$ cat src/rtl/xlat_pkg.sv
package xlat_pkg;
    localparam int ADDR_W   = 32;
    localparam int NUM_WIN  = 3;
    localparam int IO_WIN   = 2;
    localparam int WIN_W    = $clog2(NUM_WIN + 1);
    localparam int PAGE_LSB = 24;
    localparam int HI_W     = ADDR_W - PAGE_LSB;

    localparam logic [2:0] KIND_CFG = 3'b101;

    typedef enum logic [1:0] {
        CYC_NONE = 2'd0,
        CYC_MEM  = 2'd1,
        CYC_IO   = 2'd2,
        CYC_CFG  = 2'd3
    } cyc_e;

    typedef enum logic [1:0] {
        SZ_16M  = 2'd0,
        SZ_256M = 2'd1,
        SZ_512M = 2'd2,
        SZ_RSVD = 2'd3
    } size_e;

    typedef struct packed {
        logic [HI_W-1:0] base_hi;
        logic            pref;
        size_e           size;
        logic            en;
    } base_t;

    typedef struct packed {
        logic [HI_W-1:0] tgt_hi;
        logic [2:0]      kind;
        logic            low_en;
    } map_t;

    typedef struct packed {
        logic              hit;
        cyc_e              cyc;
        logic              pref;
        logic [ADDR_W-1:0] addr;
    } xlat_t;

    // Offset mask: the address bits that lie inside a window of the given size.
    function automatic logic [ADDR_W-1:0] offset_mask(input size_e sz);
        logic [ADDR_W-1:0] m;
        case (sz)
            SZ_256M: m = {{(ADDR_W-28){1'b0}}, {28{1'b1}}};
            SZ_512M: m = {{(ADDR_W-29){1'b0}}, {29{1'b1}}};
            default: m = {{(ADDR_W-PAGE_LSB){1'b0}}, {PAGE_LSB{1'b1}}};
        endcase
        return m;
    endfunction
endpackage

$ cat src/rtl/xlat_regs.sv
module xlat_regs
    import xlat_pkg::*;
#(
    parameter int N_WIN = NUM_WIN,
    parameter int IO_IDX = IO_WIN
) (
    input  logic                    clk,
    input  logic                    rst,
    input  logic                    wr_en,
    input  logic [WIN_W-1:0]        wr_win,
    input  logic                    wr_sel,
    input  logic [ADDR_W-1:0]       wr_data,
    output base_t [N_WIN-1:0]       base_q,
    output map_t  [N_WIN-1:0]       map_q
);
    base_t base_in;
    map_t  map_in;

    assign base_in = '{base_hi: wr_data[ADDR_W-1 -: HI_W], pref: wr_data[3],
                       size: size_e'(wr_data[2:1]), en: wr_data[0]};
    assign map_in  = '{tgt_hi: wr_data[15:8], kind: wr_data[3:1], low_en: wr_data[0]};

    logic unused_wr_bits;
    assign unused_wr_bits = ^{wr_data[23:16], wr_data[7:4]};

    for (genvar i = 0; i < N_WIN; i++) begin : g_win
        logic hit_sel;
        assign hit_sel = wr_en && (wr_win == WIN_W'(i));

        always_ff @(posedge clk) begin
            if (rst)
                base_q[i] <= '0;
            else if (hit_sel && !wr_sel)
                base_q[i] <= base_in;
        end

        if (i == IO_IDX) begin : g_io_map
            // I/O window: fixed zero-based mapping, map register not stored.
            assign map_q[i] = '0;
        end else begin : g_mem_map
            always_ff @(posedge clk) begin
                if (rst)
                    map_q[i] <= '0;
                else if (hit_sel && wr_sel)
                    map_q[i] <= map_in;
            end
        end
    end
endmodule

$ cat src/rtl/xlat_window.sv
module xlat_window
    import xlat_pkg::*;
#(
    parameter bit IS_IO = 1'b0
) (
    input  base_t             base,
    input  map_t              map,
    input  logic [ADDR_W-1:0] addr,
    output xlat_t             res
);
    size_e             eff_size;
    logic [ADDR_W-1:0] mask;
    logic [ADDR_W-1:0] base_addr;
    logic [ADDR_W-1:0] tgt_addr;
    logic [ADDR_W-1:0] xa;
    cyc_e              cyc;
    logic              match;

    always_comb begin
        eff_size  = IS_IO ? SZ_16M : base.size;
        mask      = offset_mask(eff_size);
        base_addr = {base.base_hi, {PAGE_LSB{1'b0}}};
        tgt_addr  = {map.tgt_hi, {PAGE_LSB{1'b0}}};
        match     = base.en && (((addr ^ base_addr) & ~mask) == '0);

        if (IS_IO)                    cyc = CYC_IO;
        else if (map.kind == KIND_CFG) cyc = CYC_CFG;
        else                          cyc = CYC_MEM;

        xa = (tgt_addr & ~mask) | (addr & mask);
        if (cyc == CYC_CFG && !map.low_en)
            xa[1:0] = 2'b00;

        res = '0;
        if (match) begin
            res.hit  = 1'b1;
            res.cyc  = cyc;
            res.pref = base.pref && (cyc == CYC_MEM);
            res.addr = xa;
        end
    end
endmodule

$ cat src/rtl/xlat_prio.sv
module xlat_prio
    import xlat_pkg::*;
#(
    parameter int N_WIN = NUM_WIN
) (
    input  xlat_t [N_WIN-1:0] cand,
    output xlat_t             sel,
    output logic [WIN_W-1:0]  sel_idx
);
    // Walk from the top down so the lowest-index hit is written last.
    always_comb begin
        sel     = '0;
        sel_idx = '0;
        for (int i = N_WIN - 1; i >= 0; i--) begin
            if (cand[i].hit) begin
                sel     = cand[i];
                sel_idx = WIN_W'(i);
            end
        end
    end
endmodule

$ cat src/rtl/pci_win_xlat.sv
module pci_win_xlat
    import xlat_pkg::*;
(
    input  logic              clk,
    input  logic              rst,
    input  logic              wr_en,
    input  logic [1:0]        wr_win,
    input  logic              wr_sel,
    input  logic [31:0]       wr_data,
    input  logic              req_valid,
    input  logic [31:0]       req_addr,
    output logic              rsp_valid,
    output logic              rsp_hit,
    output logic [1:0]        rsp_win,
    output logic [1:0]        rsp_type,
    output logic [31:0]       rsp_addr,
    output logic              rsp_prefetch
);
    base_t [NUM_WIN-1:0] base_q;
    map_t  [NUM_WIN-1:0] map_q;
    xlat_t [NUM_WIN-1:0] cand;
    xlat_t               sel;
    logic [WIN_W-1:0]    sel_idx;
    xlat_t               res_q;
    logic [WIN_W-1:0]    win_q;

    xlat_regs #(.N_WIN(NUM_WIN), .IO_IDX(IO_WIN)) u_regs (
        .clk     (clk),
        .rst     (rst),
        .wr_en   (wr_en),
        .wr_win  (wr_win),
        .wr_sel  (wr_sel),
        .wr_data (wr_data),
        .base_q  (base_q),
        .map_q   (map_q)
    );

    for (genvar i = 0; i < NUM_WIN; i++) begin : g_match
        xlat_window #(.IS_IO(i == IO_WIN)) u_win (
            .base (base_q[i]),
            .map  (map_q[i]),
            .addr (req_addr),
            .res  (cand[i])
        );
    end

    xlat_prio #(.N_WIN(NUM_WIN)) u_prio (
        .cand    (cand),
        .sel     (sel),
        .sel_idx (sel_idx)
    );

    always_ff @(posedge clk) begin
        if (rst) begin
            rsp_valid <= 1'b0;
            res_q     <= '0;
            win_q     <= '0;
        end else begin
            rsp_valid <= req_valid;
            if (req_valid) begin
                res_q <= sel;
                win_q <= sel_idx;
            end
        end
    end

    assign rsp_hit      = res_q.hit;
    assign rsp_win      = win_q;
    assign rsp_type     = res_q.cyc;
    assign rsp_addr     = res_q.addr;
    assign rsp_prefetch = res_q.pref;
endmodule

$ cat config.mk
export PLATFORM = sky130hd
export DESIGN_NAME = pci_win_xlat
export DESIGN_NICKNAME = d
export VERILOG_FILES = /design/src/rtl/xlat_pkg.sv /design/src/rtl/xlat_regs.sv /design/src/rtl/xlat_window.sv /design/src/rtl/xlat_prio.sv /design/src/rtl/pci_win_xlat.sv
export SDC_FILE = /design/constraint.sdc
export NUM_CORES = 1
export LEC_CHECK = 0
export CAP_MARGIN = 40
export CORE_UTILIZATION = 45
export DETAILED_ROUTE_END_ITERATION = 12
export GPL_TIMING_DRIVEN = 0
export HOLD_SLACK_MARGIN = 0.06
export PLACE_DENSITY_LB_ADDON = 0.08
export SETUP_SLACK_MARGIN = 0.2
export SYNTH_ARGS = -nofsm -noshare
export SYNTH_HDL_FRONTEND = slang
export SYNTH_HIERARCHICAL = 1
export SYNTH_SLANG_ARGS = --single-unit
$ cat constraint.sdc
create_clock -name clk -period 3.74 [get_ports clk]
set_input_delay 0.561 -clock clk [delete_from_list [all_inputs] [get_ports clk]]
set_output_delay 0.561 -clock clk [all_outputs]
set_load 0.03 [all_outputs]
# ---- Word-level counts from Yosys, hierarchy flattened
# Index checks and enable logic that the tools add are counted.
dict set report totals {
  reg_bits 96
  elab_cells 84
}
dict set report op_classes {
  muxes 15
  bitwise_logic 13
  n_reduce_logical 22
  n_eq_ne 12
}
# op n
set ops {}
lappend ops {{two-way mux 36 bit} 6}
lappend ops {{bitwise AND 32 bit} 4}
lappend ops {{case mux 29 bit (2 select lines)} 2}
lappend ops {{logical NOT 32 bit} 3}
lappend ops {{bitwise XOR 32 bit} 3}
lappend ops {{bitwise AND 32 x 29 -> 32 bit} 2}
lappend ops {{NOT 29 -> 32 bit} 2}
lappend ops {{OR 32 bit} 2}
lappend ops {{logical AND 1 bit} 15}
lappend ops {{two-way mux 2 bit} 7}
lappend ops {{equality test 2 x 1 -> 1 bit (second input constant)} 5}
lappend ops {{equality test 2 bit (second input constant)} 5}
lappend ops {{equality test 3 bit (second input constant)} 2}
lappend ops {{logical NOT 1 bit} 3}
lappend ops {{logical NOT 2 bit} 1}

# ---- Logic depth before layout (Yosys ltp)
dict set report depth {
  ltp_word 9
  ltp_mapped 14
  ltp_nobuf 8
}

# ---- Cells and area by module
# Netlist, hierarchy kept.
# module seq_area_each_um2 area_each_um2 cells_per_inst n_inst
set by_module_without_submodules {}
lappend by_module_without_submodules {xlat_regs 1201.2 2562.5 238 1}
lappend by_module_without_submodules {{xlat_window at g_match[0].u_win ...} 0.0 760.7 70 2}
lappend by_module_without_submodules {pci_win_xlat 780.7 1393.8 125 1}
lappend by_module_without_submodules {xlat_prio 0.0 1007.2 163 1}
lappend by_module_without_submodules {{xlat_window at g_match[2].u_win} 0.0 734.5 91 1}

# ---- Least setup slack after synthesis
# Ideal clock, no wire load.
dict set report synth_path {
  path_type {input-to-reg}
  startpoint {input port req_addr[27]}
  endpoint {register res_q (netlist bit rsp_prefetch)}
  t_arrival_ns 2.353
  path_stages 12
  setup_slack_ns 1.270
  setup_ns 0.117
  path_cell_list {xor2_1 > o41a_1 > buf_6 > buf_6 > nor3_1 > buf_4 > buf_6 > buf_2 > nor2b_1 > a21oi_1 > mux2i_1 > nor2_1}
}
# item line
set synth_lines {}
lappend synth_lines {{start, declared} pci_win_xlat.sv:11} ;# input logic [31:0] req_addr,
lappend synth_lines {{end signal, assigned} pci_win_xlat.sv:61} ;# res_q <= sel;
lappend synth_lines {{end, declared} pci_win_xlat.sv:24} ;# xlat_t res_q;

==> results_dict.tcl <==
set metrics [dict create \
    multi_input_area_um2 4410 \
    ant_nets 0 \
    regToRegStartpoint "u_regs/base_q[1]$_SDFFE_PP0P_" \
    clockRootBuffer "clkbuf_16" \
    arrival_ns 3.55 \
    relSlewSlack_pct 43.6 \
    antenna_found_initial 0 \
    clkTransAtPathRegs_ns 0.07 \
    drtPass1Iterations 5 \
    final_nets 931 \
    grt_pass1_vias 5751 \
    drt_iter0_markers 337 \
    area_growth_pct 21.8 \
    drv_slew 0 \
    hold_start "u_regs/base_q[0]$_SDFFE_PP0P_" \
    drc 0 \
    nFillCells 1416 \
    grt_max_degree 17 \
    dp_hpwl_um 14300 \
    worst_hold_path_type "reg2reg" \
    finalCritPeriodShare_pct 87.3 \
    gp_congestion 0.808 \
    final_layout_size_suffix_gt1_share_pct 20.6 \
    synth_area_um2 7080 \
    cts_buffers 9 \
    grt_usage_pct 23.9 \
    setup_viol_count_final 0 \
    ctsHoldBuffers 0 \
    finalWirelength_um 19100 \
    dieWidth_um 127 \
    wl_per_cell_um 17.8 \
    die_h_um 127 \
    ys.warnings.count 6 \
    power_mw 2.36 \
    drv_cap 0 \
    worst_ir_drop_vdd_mv 0.227 \
    core_um2 15300 \
    post_cts_resized 0 \
    finalHoldViolCount 0 \
    grt_pass1_wl_um 30300 \
    skew_ns 0.00692 \
    worst_pin_slew_ns 0.846 \
    dieArea_um2 16200 \
    cts_tree "built" \
    clock_path_buffers 2 \
    crit_type "in2reg" \
    vias 5740 \
    port_buffers 95 \
    register_area_um2 1920 \
    power.density_nw_per_um2 274 \
    tns_ns 0 \
    start_kind "input port" \
    via_per_inst 5.34 \
    syn_inst 744 \
    cellLeakagePower_nw 3.24 \
    critPathMaxFanout 10 \
    critPathCaptureType "register" \
    status "completed" \
    avgSynthCellArea_um2 9.52 \
    antenna_cells 0 \
    rsz0062_at_grt "false" \
    initial_utilization_pct 46.4 \
    postCtsSetupBuffers 0 \
    htreeDepth 3 \
    clk_latency_ns 0.35 \
    cp-startpoint "req_addr[29]" \
    period_minus_slack_ns 3.27 \
    rows 45 \
    clock_sinks 96 \
    cp_data_required_time_ns 4.03 \
    grt-ovfl-total 0 \
    ios 110 \
    fmax_mhz 306 \
]
## registers in the layout, summed over array words and instances, names as in the netlist
| name | count |
|---|---|
| rsp_prefetch | 1 |
| rsp_valid | 1 |
| u_regs/base_q | 33 |
| rsp_type | 2 |
| rsp_hit | 1 |
| rsp_addr | 32 |
| u_regs/map_q | 24 |
| rsp_win | 2 |
## stage by stage
stage               cells  utilization [%]  setup WS, ns  hold slack [ns]  area [um^2]
global placement     1058             54.6         0.207            0.454         8330
detailed placement   1058             54.6         0.130            0.468         8330
CTS                  1074             56.5         0.487            0.479         8620
finish               1074             56.5         0.475            0.478         8620
global route         1074             56.5         0.307            0.499         8620
floorplan             752                -          1.27            0.443         7110
## routing by layer
metal  vias to the layer above  wire, um  track usage (%)
met2                       111      8950             39.7
met3                        15       553             2.97
met4                         0       233             7.07
li1                       2806         -                -
met1                      2808      9340             32.4
met5                         -         0                0
## path summary, 6_finish.rpt
path	slack, ns	endpoint	cells after the start
min reg2reg	0.48	u_regs/base_q[0]$_SDFFE_PP0P_	2
max	0.47	rsp_prefetch$_SDFFE_PP0P_	12
min	0.48	u_regs/base_q[0]$_SDFFE_PP0P_	2
max reg2reg	0.90	rsp_prefetch$_SDFFE_PP0P_	12
## where the power goes
group	internal [mW]	total [mW]	switching [mW]
Clock	0.523	0.951	0.427
Combinational	0.163	0.365	0.202
Sequential	1.04	1.04	0.00844
Total	1.72	2.36	0.638
## cells in the final DEF (no fill, tap or decap), drive strengths merged, types with 4 or more instances in the layout
master,n
inv,37
nand2b,78
dfxtp,96
nand3b,37
o21ai,4
nor2b,37
nor4,50
nor2,40
nor4b,51
mux2i,105
a21oi,70
xor2,8
clkdlybuf4s50,95
xnor2,15
buf,71
clkbuf,31
conb,10
## cell type report
| type | count | area share [%] |
|---|---|---|
| inverter | 35 | 1.52 |
| timing repair buffer | 95 | 11.0 |
| clock inverter | 6 | 0.769 |
| sequential | 96 | 22.3 |
| tap | 211 | 3.06 |
| clock buffer | 10 | 2.66 |
| buffer | 92 | 7.53 |
| multi-input combinational | 529 | 51.1 |
## critical path: stages
cell and delay [ns]:
clkdlybuf4s50_1 0.60, xnor2_1 0.16, nand4_1 0.41, clkbuf_1 0.44
nor3_1 0.32, buf_4 0.16, buf_6 0.13, buf_2 0.23
a21oi_1 0.06, a21oi_1 0.26, mux2i_1 0.12, nor2_1 0.10
(Power assumes the default switching activity.)
